**src/rtl/itlb_lookup.sv**
```systemverilog
module itlb_lookup #(
  parameter int NUM_ENT = 4,
  parameter int VPN_W   = 20,
  parameter int ASID_W  = 8,
  parameter int OFF_W   = 12
) (
  input  logic              clk,
  input  logic              rst_n,
  input  logic              flush,
  input  logic              req_valid,
  input  logic [31:0]       req_vaddr,
  input  logic              priv_mode,
  input  logic [ASID_W-1:0] cur_asid,
  input  logic              single_vm,
  input  logic              xlate_en,
  input  logic              icache_en,
  output logic              busy,
  output logic              res_valid,
  output logic [2:0]        res_code,
  output logic [31:0]       res_paddr,
  output logic              utlb_req,
  output logic [VPN_W-1:0]  utlb_vpn,
  output logic [ASID_W-1:0] utlb_asid,
  input  logic              utlb_rsp_valid,
  input  logic              utlb_rsp_hit,
  input  logic [VPN_W-1:0]  utlb_rsp_vpn,
  input  logic [ASID_W-1:0] utlb_rsp_asid,
  input  logic              utlb_rsp_shared,
  input  logic              utlb_rsp_prot,
  input  logic              utlb_rsp_cache,
  input  logic [VPN_W-1:0]  utlb_rsp_ppn
);
  localparam int VA_W  = VPN_W + OFF_W;
  localparam int IDX_W = (NUM_ENT > 1) ? $clog2(NUM_ENT) : 1;
  localparam int CNT_W = $clog2(NUM_ENT + 1);
  localparam logic [2:0] C_CACHE = 3'd0, C_UNC = 3'd1, C_INT = 3'd2, C_MULTI = 3'd3,
                         C_PROT  = 3'd4, C_MISS = 3'd5, C_AERR = 3'd6;

  typedef enum logic [1:0] {S_IDLE, S_WAIT, S_RETRY} st_t;
  st_t st;

  logic [VPN_W-1:0]  e_vpn [NUM_ENT];
  logic [ASID_W-1:0] e_asid[NUM_ENT];
  logic [VPN_W-1:0]  e_ppn [NUM_ENT];
  logic [IDX_W-1:0]  e_age [NUM_ENT];
  logic [NUM_ENT-1:0] e_v, e_sh, e_pr, e_c;

  logic [VA_W-1:0]   q_va;
  logic [ASID_W-1:0] q_asid;
  logic              q_priv, q_svm, q_xl, q_ice;

  wire               idle   = (st == S_IDLE);
  wire [VA_W-1:0]    l_va   = idle ? req_vaddr : q_va;
  wire [ASID_W-1:0]  l_asid = idle ? cur_asid  : q_asid;
  wire               l_priv = idle ? priv_mode : q_priv;
  wire               l_svm  = idle ? single_vm : q_svm;
  wire               l_xl   = idle ? xlate_en  : q_xl;
  wire               l_ice  = idle ? icache_en : q_ice;
  wire [VPN_W-1:0]   l_vpn  = l_va[VA_W-1:OFF_W];
  wire [2:0]         l_top  = l_va[VA_W-1 -: 3];
  wire [VA_W-1:0]    l_mask = {3'b000, l_va[VA_W-4:0]};

  logic [NUM_ENT-1:0] hit;
  generate
    for (genvar g = 0; g < NUM_ENT; g++) begin : g_cmp
      assign hit[g] = e_v[g] && (e_vpn[g] == l_vpn) &&
                      (e_sh[g] || (l_svm && l_priv) || (e_asid[g] == l_asid));
    end
  endgenerate

  logic [CNT_W-1:0] h_cnt;
  logic [IDX_W-1:0] h_idx, victim;
  always_comb begin
    h_cnt  = '0;
    h_idx  = '0;
    victim = '0;
    for (int i = 0; i < NUM_ENT; i++) begin
      h_cnt = h_cnt + CNT_W'(hit[i]);
      if (hit[i]) h_idx = IDX_W'(i);
      if (e_age[i] == IDX_W'(NUM_ENT - 1)) victim = IDX_W'(i);
    end
  end

  logic [2:0]      l_code;
  logic [VA_W-1:0] l_pa;
  logic            l_miss, l_touch;
  always_comb begin
    l_code  = C_UNC;
    l_pa    = '0;
    l_miss  = 1'b0;
    l_touch = 1'b0;
    if (!l_priv && l_va[VA_W-1]) begin
      l_code = C_AERR;
    end else if (l_top == 3'b111) begin
      l_code = C_INT;
      l_pa   = l_va;
    end else if (l_top == 3'b101) begin
      l_code = C_UNC;
      l_pa   = l_mask;
    end else if (l_top == 3'b100 || !l_xl) begin
      l_code = l_ice ? C_CACHE : C_UNC;
      l_pa   = l_mask;
    end else if (h_cnt > CNT_W'(1)) begin
      l_code = C_MULTI;
    end else if (h_cnt == '0) begin
      l_code = C_MISS;
      l_miss = 1'b1;
    end else begin
      l_touch = 1'b1;
      if (!l_priv && !e_pr[h_idx]) begin
        l_code = C_PROT;
      end else begin
        l_code = (e_c[h_idx] && l_ice) ? C_CACHE : C_UNC;
        l_pa   = {e_ppn[h_idx], l_va[OFF_W-1:0]};
      end
    end
  end

  wire refill = (st == S_WAIT) && utlb_rsp_valid && utlb_rsp_hit;
  wire upd_en = refill || (st == S_RETRY && l_touch) ||
                (idle && req_valid && !flush && l_touch);
  wire [IDX_W-1:0] upd_idx = (st == S_WAIT) ? victim : h_idx;
  wire [IDX_W-1:0] upd_age = e_age[upd_idx];

  always_ff @(posedge clk or negedge rst_n) begin
    if (!rst_n) begin
      st        <= S_IDLE;
      e_v       <= '0;
      res_valid <= 1'b0;
      res_code  <= '0;
      res_paddr <= '0;
      q_va      <= '0;
      q_asid    <= '0;
      q_priv    <= 1'b0;
      q_svm     <= 1'b0;
      q_xl      <= 1'b0;
      q_ice     <= 1'b0;
      for (int i = 0; i < NUM_ENT; i++) e_age[i] <= IDX_W'(NUM_ENT - 1 - i);
    end else begin
      res_valid <= 1'b0;
      case (st)
        S_IDLE: if (req_valid && !flush) begin
          q_va   <= req_vaddr;
          q_asid <= cur_asid;
          q_priv <= priv_mode;
          q_svm  <= single_vm;
          q_xl   <= xlate_en;
          q_ice  <= icache_en;
          if (l_miss) begin
            st <= S_WAIT;
          end else begin
            res_valid <= 1'b1;
            res_code  <= l_code;
            res_paddr <= l_pa;
          end
        end
        S_WAIT: if (utlb_rsp_valid) begin
          if (utlb_rsp_hit) begin
            e_v[victim] <= 1'b1;
            st          <= S_RETRY;
          end else begin
            res_valid <= 1'b1;
            res_code  <= C_MISS;
            res_paddr <= '0;
            st        <= S_IDLE;
          end
        end
        S_RETRY: begin
          res_valid <= 1'b1;
          res_code  <= l_code;
          res_paddr <= l_pa;
          st        <= S_IDLE;
        end
        default: st <= S_IDLE;
      endcase
      if (upd_en) begin
        for (int i = 0; i < NUM_ENT; i++) begin
          if (IDX_W'(i) == upd_idx) e_age[i] <= '0;
          else if (e_age[i] < upd_age) e_age[i] <= e_age[i] + 1'b1;
        end
      end
      if (flush) e_v <= '0;
    end
  end

  always_ff @(posedge clk) begin
    if (refill) begin
      e_vpn[victim]  <= utlb_rsp_vpn;
      e_asid[victim] <= utlb_rsp_asid;
      e_ppn[victim]  <= utlb_rsp_ppn;
      e_sh[victim]   <= utlb_rsp_shared;
      e_pr[victim]   <= utlb_rsp_prot;
      e_c[victim]    <= utlb_rsp_cache;
    end
  end

  assign busy      = !idle;
  assign utlb_req  = (st == S_WAIT);
  assign utlb_vpn  = q_va[VA_W-1:OFF_W];
  assign utlb_asid = q_asid;
endmodule

```
**config.mk**
```make
export PLATFORM = sky130hd
export DESIGN_NAME = itlb_lookup
export DESIGN_NICKNAME = d
export VERILOG_FILES = /design/src/rtl/itlb_lookup.sv
export SDC_FILE = /design/constraint.sdc
export NUM_CORES = 1
export LEC_CHECK = 0
export BUFFER_PORTS_ARGS = -buffer_cell sky130_fd_sc_hd__buf_2
export CELL_PAD_IN_SITES_DETAIL_PLACEMENT = 1
export CELL_PAD_IN_SITES_GLOBAL_PLACEMENT = 1
export CORE_MARGIN = 4
export CORE_UTILIZATION = 35
export DETAILED_ROUTE_END_ITERATION = 10
export PLACE_DENSITY = 0.65
export SYNTH_ARGS = -nofsm -noshare
export SYNTH_HDL_FRONTEND = slang
export SYNTH_SLANG_ARGS = --single-unit
```
**constraint.sdc**
```tcl
create_clock -name clk -period 10.2 [get_ports clk]
set_clock_uncertainty 0.05 [all_clocks]
set_input_delay 1.02 -clock clk [delete_from_list [all_inputs] [get_ports clk]]
set_output_delay 1.02 -clock clk [all_outputs]
set_load 0.01 [all_outputs]
```
Word level (Yosys, flattened, before mapping)
Memories as Yosys holds them, arrays and structs flattened.
Index checks and enable logic that the tools add are counted.
{"block": "classes", "n_reduce_logical": 55, "eq_ne": 24, "n_addsub": 7, "order_cmp": 9, "muxes": 87, "bitwise": 2}
{"op": "$mux 32", "count": 12}
{"op": "$pmux 32 s3", "count": 1}
{"op": "$eq 20x20->1", "count": 4}
{"op": "$mux 2", "count": 19}
{"op": "$mux 3", "count": 11}
{"op": "$eq 8x8->1", "count": 4}
{"op": "$mux 1", "count": 29}
{"op": "$logic_and 1x1->1", "count": 20}
{"op": "$mux 4", "count": 4}
{"op": "$reduce_bool 2->1", "count": 7}
{"op": "$bwmux 4", "count": 3}
{"op": "$logic_or 1x1->1", "count": 11}
{"op": "$reduce_and 2->1", "count": 5}
{"op": "$eq 3x3->1 const B", "count": 3}
{"op": "$pmux 3 s3", "count": 1}
{"op": "$add 2x1->2 const B", "count": 4}
{"op": "$eq 2x2->1 const B", "count": 4}
{"op": "$lt 2x2->1", "count": 4}
{"op": "$mux 8", "count": 1}
{"op": "$lt 2x3->1 const B", "count": 2}
{"op": "$ne 2x1->1 const B", "count": 3}
{"op": "$reduce_and 3->1", "count": 2}
{"op": "$logic_not 1->1", "count": 5}
{"op": "$reduce_and 5->1", "count": 1}
{"op": "other kinds (20)", "count": 24}
{"block": "totals", "wordCells": 205, "ff_bits": 106, "out_inout_bits": 66, "n_memories": 3, "in_bits": 101, "ram_bits": 192}
{"memory": "e_ppn", "words": 4, "word_bits": 20, "read_ports": 1, "rd_ports_with_merged_regs": 0, "write_ports": 1, "line": "44", "text": "logic [VPN_W-1:0] e_ppn [NUM_ENT];"}
{"memory": "e_vpn", "words": 4, "word_bits": 20, "read_ports": 4, "rd_ports_with_merged_regs": 0, "write_ports": 1, "line": "42", "text": "logic [VPN_W-1:0] e_vpn [NUM_ENT];"}
{"memory": "e_asid", "words": 4, "word_bits": 8, "read_ports": 4, "rd_ports_with_merged_regs": 0, "write_ports": 1, "line": "43", "text": "logic [ASID_W-1:0] e_asid[NUM_ENT];"}

Longest topological paths before layout
{"block": "logic_depth", "depth_word": 23, "depth_mapped": 24, "depth_no_buf": 20}

Worst setup path before layout
No wires, ideal clock.
{"block": "synth_timing", "path_type": "reg2reg", "from": "register st[0]", "to": "memory e_asid[0][0] (enable)", "period_less_slack_ps": 6917, "required_ps": 9560, "n_path_buf": 2, "stages_incl_launch_ff": 7, "setup_time_ps": 590, "path_slack_ps": 3283, "arrival_ps": 6277, "path_cell_list": "dfrtp_1 -> clkbuf_1 -> buf_2 -> nand2_1 -> inv_1 -> nand3_1 -> nor4_1"}
{"block": "synth_between", "elab_chain_len": 5}
{"item": "start: declaration", "line": "40", "text": "st_t st;"}
{"item": "start signal: assignment", "line": "127", "text": "st <= S_IDLE;"}
{"item": "start signal: assignment", "line": "150", "text": "st <= S_WAIT;"}
{"item": "start signal: assignment", "line": "160", "text": "st <= S_RETRY;"}
{"item": "$eq 2x1->1"}
{"item": "named net utlb_req", "line": "21", "text": "output logic utlb_req,"}
{"item": "$logic_and 1x1->1 (2 in a row)", "line": "119", "text": "wire refill = (st == S_WAIT) && utlb_rsp_valid && utlb_rsp_hit;"}
{"item": "$mux 1", "line": "187", "text": "if (refill) begin"}
{"item": "$mux 1 (implied by the code)", "line": "189", "text": "e_asid[victim] <= utlb_rsp_asid;"}
{"item": "end: declaration", "line": "43"}
The timed path passes the listed nets, and every way through them passes these cells.

Worst setup path after layout
{"block": "layout_timing", "from": "register st[1]", "to": "register res_paddr[18]"}
{"block": "layout_between", "elab_chain_len": 23, "elab_cells_between_ends": 75, "cone_classes": "add/sub (3); order compare (1); eq/ne (17); mux (26); reduce/logical (27); memory (1)"}
{"item": "parallel branches: the longest is 23 deep, another holds $add 2x1->3"}
{"item": "end signal: assignment", "line": "154", "text": "res_paddr <= l_pa;"}
{"item": "end signal: assignment", "line": "171", "text": "res_paddr <= l_pa;"}
{"item": "end: declaration", "line": "20", "text": "output logic [31:0] res_paddr,"}
Parallel ways; which one is timed is not known. The select of a mux whose other input is x is not followed.
A chain may end at the register's enable or synchronous reset.

==> impl_metrics.csv <==
group,metric,value,unit
synthesis,async_reset_ff_frac,0.315,
global_route,grt_pass1_wl,69000,um
pwr,p_total,0.00336,W
global_route,antenna_found_initial,2,
synthesis,yosysMostFrequentCell,"edfxtp_1",
route,wl_per_cell,24.5,um
synthesis,synth_nets,1270,
synthesis,ys.flop_type,"edfxtp_1",
synthesis,synthTopCellsByArea,"edfxtp_1 43%, dfrtp_1 16%, xnor2_1 3.3%",
cts,cts_buffers,35,
placed_design,place_inst,1803,
synthesis,ys_seq_elements,298,
critical_path,crit_type,"flop to flop",
final_layout,layout-drive-gt1-share,0.229,
synthesis,syn_inst,1158,
min_path,holdCritPathClass,"primary input to async pin",
cts,root_buffer,"clkbuf_16",
synthesis,synth_cell_types,84,
route,drt_wl_total,45700,um
floorplanning,core,0.0399,mm2
critical_path,crit_family,"simple AND/OR/NAND/NOR gates",
cts,clk_path_buf_depth,3,
timing,fin_setup_tns,0,ps
critical_path,end_kind,"flop",
cts,htreeDepth,2,
final_layout,n_fill_cell,4225,
route,drt-initial-drc-count,756,
timing,period_minus_slack,6670,ps
pwr,p_per_area,201,mW/mm2
synthesis,ys_warn_count,0,
timing,hold_viol,0,
timing,maxSlewHeadroom,0.384,
global_route,overflow,0,
final_layout,instances_no_fill,1868,
critical_path,arrival,7010,ps
final_layout,area_growth,17.5,%
cts,clk_latency,540,ps
placed_design,portBuffers,166,
synthesis,netlist_area,0.0142,mm2
final_layout,fin_nets,1427,
floorplanning,die_h,209,um
cts,numClockSinks,298,
critical_path,worstPathCellList,"nor2_4 -> buf_4 -> inv_2 -> buf_4 -> mux2i_2 -> xnor2_1 -> nor4_1 -> nand2_1 -> a2111oi_0 -> fa_1 -> ha_1 -> inv_1 -> ha_1 -> nor3_1 -> nand4_1 -> nand2_1 -> a21oi_1 -> nand2_1 -> a21o_1 -> o221ai_1",
critical_path,worstPathMaxFanout,47,
final_layout,utilization,0.418,
global_route,grt_max_degree,67,
route,vias,10238,
synthesis,synth_commonest_cells,"204 x edfxtp_1, 90 x dfrtp_1, 89 x nand2_1",
route,vias_per_cell,5.48,
critical_path,worst_path_largest_cell_delay,770,ps
route,dr.pass1.iters,5,
timing,fmax,150,MHz
critical_path,critPathRequiredTime,10540,ps
timing,min_period_over_period,0.654,
cts,cts_resized,0,
floorplanning,die_area,0.0439,mm2
synthesis,synth_edf_count,204,
cts,holdBufCountCts,0,
cts,post_cts_buffers,0,
synthesis,yosysSeqAreaShare,0.597,
job,drv_cap,0,
floorplanning,num_rows,73,
floorplanning,io_pins,167,
timing,finalSetupViolCount,0,
critical_path,worst-path-buf-inv,4,
synthesis,syn_area_per_cell,12.3,um2
timing,grt_setup_unrepaired,"no",
timing,slew_viol_final,0,
synthesis,yosysTopAreaCell,"edfxtp_1",
floorplanning,die_w,209,um
critical_path,cpMaxStageDelayCell,"a2111oi_0",
cts,cts_tree,"built",
critical_path,r2r_setup_slack,3530,ps
global_route,grt_pass1_vias,10765,
route,postRouteAntennaNets,0,
global_route,gr-usage-all-layers,0.205,
timing,holdWs,386,ps
run_status,outcome,"complete, no violations",
route,drc,0,
pwr,leakage,6.54,nW
synthesis,synth.top_cell.area_share,0.431,
floorplanning,initial_core_util,0.356,
critical_path,startpoint_type,"flop",
placed_design,place.gp.congestion,0.911,
cts,cts.clk_slew.worst_paths,60,ps
critical_path,cp_common_cell,"nand2_1",
timing,max_slew.worst_pin.slew,921,ps
pwr,vdd_drop_max,143,uV
placed_design,dp_hpwl,32800,um
[placed cells by master (no fill, tap or decap), drive strengths merged, types with 21 or more instances in the layout]
cell type | Yosys | routed
a211oi | 21 | 21
a21oi | 43 | 43
a22oi | 22 | 22
buf | 36 | 183
clkbuf | 27 | 49
dfrtp | 90 | 90
edfxtp | 204 | 204
inv | 64 | 65
mux2 | 31 | 31
mux2i | 38 | 38
nand2 | 89 | 89
nor2 | 56 | 56
o21ai | 61 | 61
xnor2 | 53 | 53
xor2 | 38 | 38
[routing by layer]
layer | share of wire | up-vias | track usage
met4 | 0.027 | 2 | 0.0565
li1 | - | 4671 | -
met1 | 0.44 | 5196 | 0.281
met5 | 0.00015 | - | 0
met3 | 0.047 | 68 | 0.0314
met2 | 0.48 | 301 | 0.340
[kinds of logic (layout without fill, tap and decap cells)]
group | Yosys count | after routing | synth area share
flip-flops | 298 | 298 | 0.597
AND/OR/NAND/NOR | 289 | 289 | 0.106
AO/OA/AOI/OAI | 273 | 273 | 0.135
buffers and inverters | 127 | 311 | 0.0417
XOR/XNOR | 91 | 91 | 0.0561
multiplexers | 69 | 69 | 0.0533
adder cells (fa/ha/maj) | 11 | 11 | 0.0102
other | 0 | 1 | 0
[where the power goes]
part / total (W) / switching, W / internal, W
sequential: 0.00150 / 0.000108 / 0.00139
clock: 0.00126 / 0.000505 / 0.000759
combinational: 0.000592 / 0.000361 / 0.000232
total: 0.00336 / 0.000974 / 0.00239
[through the flow]
stage / instance area (um2) / setup slack [ps]
after global routing: 16700 / 3080
final: 16700 / 3530
after detailed placement: 15500 / 3520
after CTS: 16700 / 3580
after floorplan: 14200 / 3280
after global placement: 15500 / 3760
[sequential cells by signal, summed over array words and instances (netlist names), 2 cells and up]
register	cells
e_v	4
e_c	4
e_pr	4
e_sh	4
st	2
q_va	32
e_vpn	80
utlb_asid	8
e_asid	32
res_code	3
res_paddr	32
e_ppn	80
e_age	8
[path summary, 6_finish.rpt]
check / cells past startpoint / start / end
hold / removal: 1 / rst_n / utlb_asid[6]
hold reg to reg: 2 / res_paddr[9] / res_paddr[9]
max in group asynchronous: 2 / rst_n / e_v[1]
setup / recovery: 20 / st[1] / res_paddr[18]
min in group clk: 2 / res_paddr[9] / res_paddr[9]
setup reg to reg: 20 / st[1] / res_paddr[18]
[worst reg2reg max path, stage by stage, from the launching register on]
cell	delay, ps
dfrtp_1	390
nor2_4	50
buf_4	300
inv_2	120
buf_4	550
mux2i_2	460
xnor2_1	190
nor4_1	510
nand2_1	110
a2111oi_0	770
fa_1	550
ha_1	210
inv_1	60
ha_1	220
nor3_1	590
nand4_1	240
nand2_1	160
a21oi_1	120
nand2_1	190
a21o_1	480
o221ai_1	220
[cell type report]
| cell class | instances | area (um2) | share of cell area |
|---|---|---|---|
| inverter | 64 | 240 | 0.0144 |
| multi-input combinational | 733 | 5180 | 0.310 |
| clock inverter | 15 | 184 | 0.0110 |
| timing repair buffer | 183 | 961 | 0.0575 |
| antenna | 1 | 2.50 | 0.000150 |
| clock buffer | 49 | 988 | 0.0592 |
| tap | 525 | 657 | 0.0393 |
| sequential | 298 | 8480 | 0.508 |
Note: power is estimated with default switching activity, not from simulation.
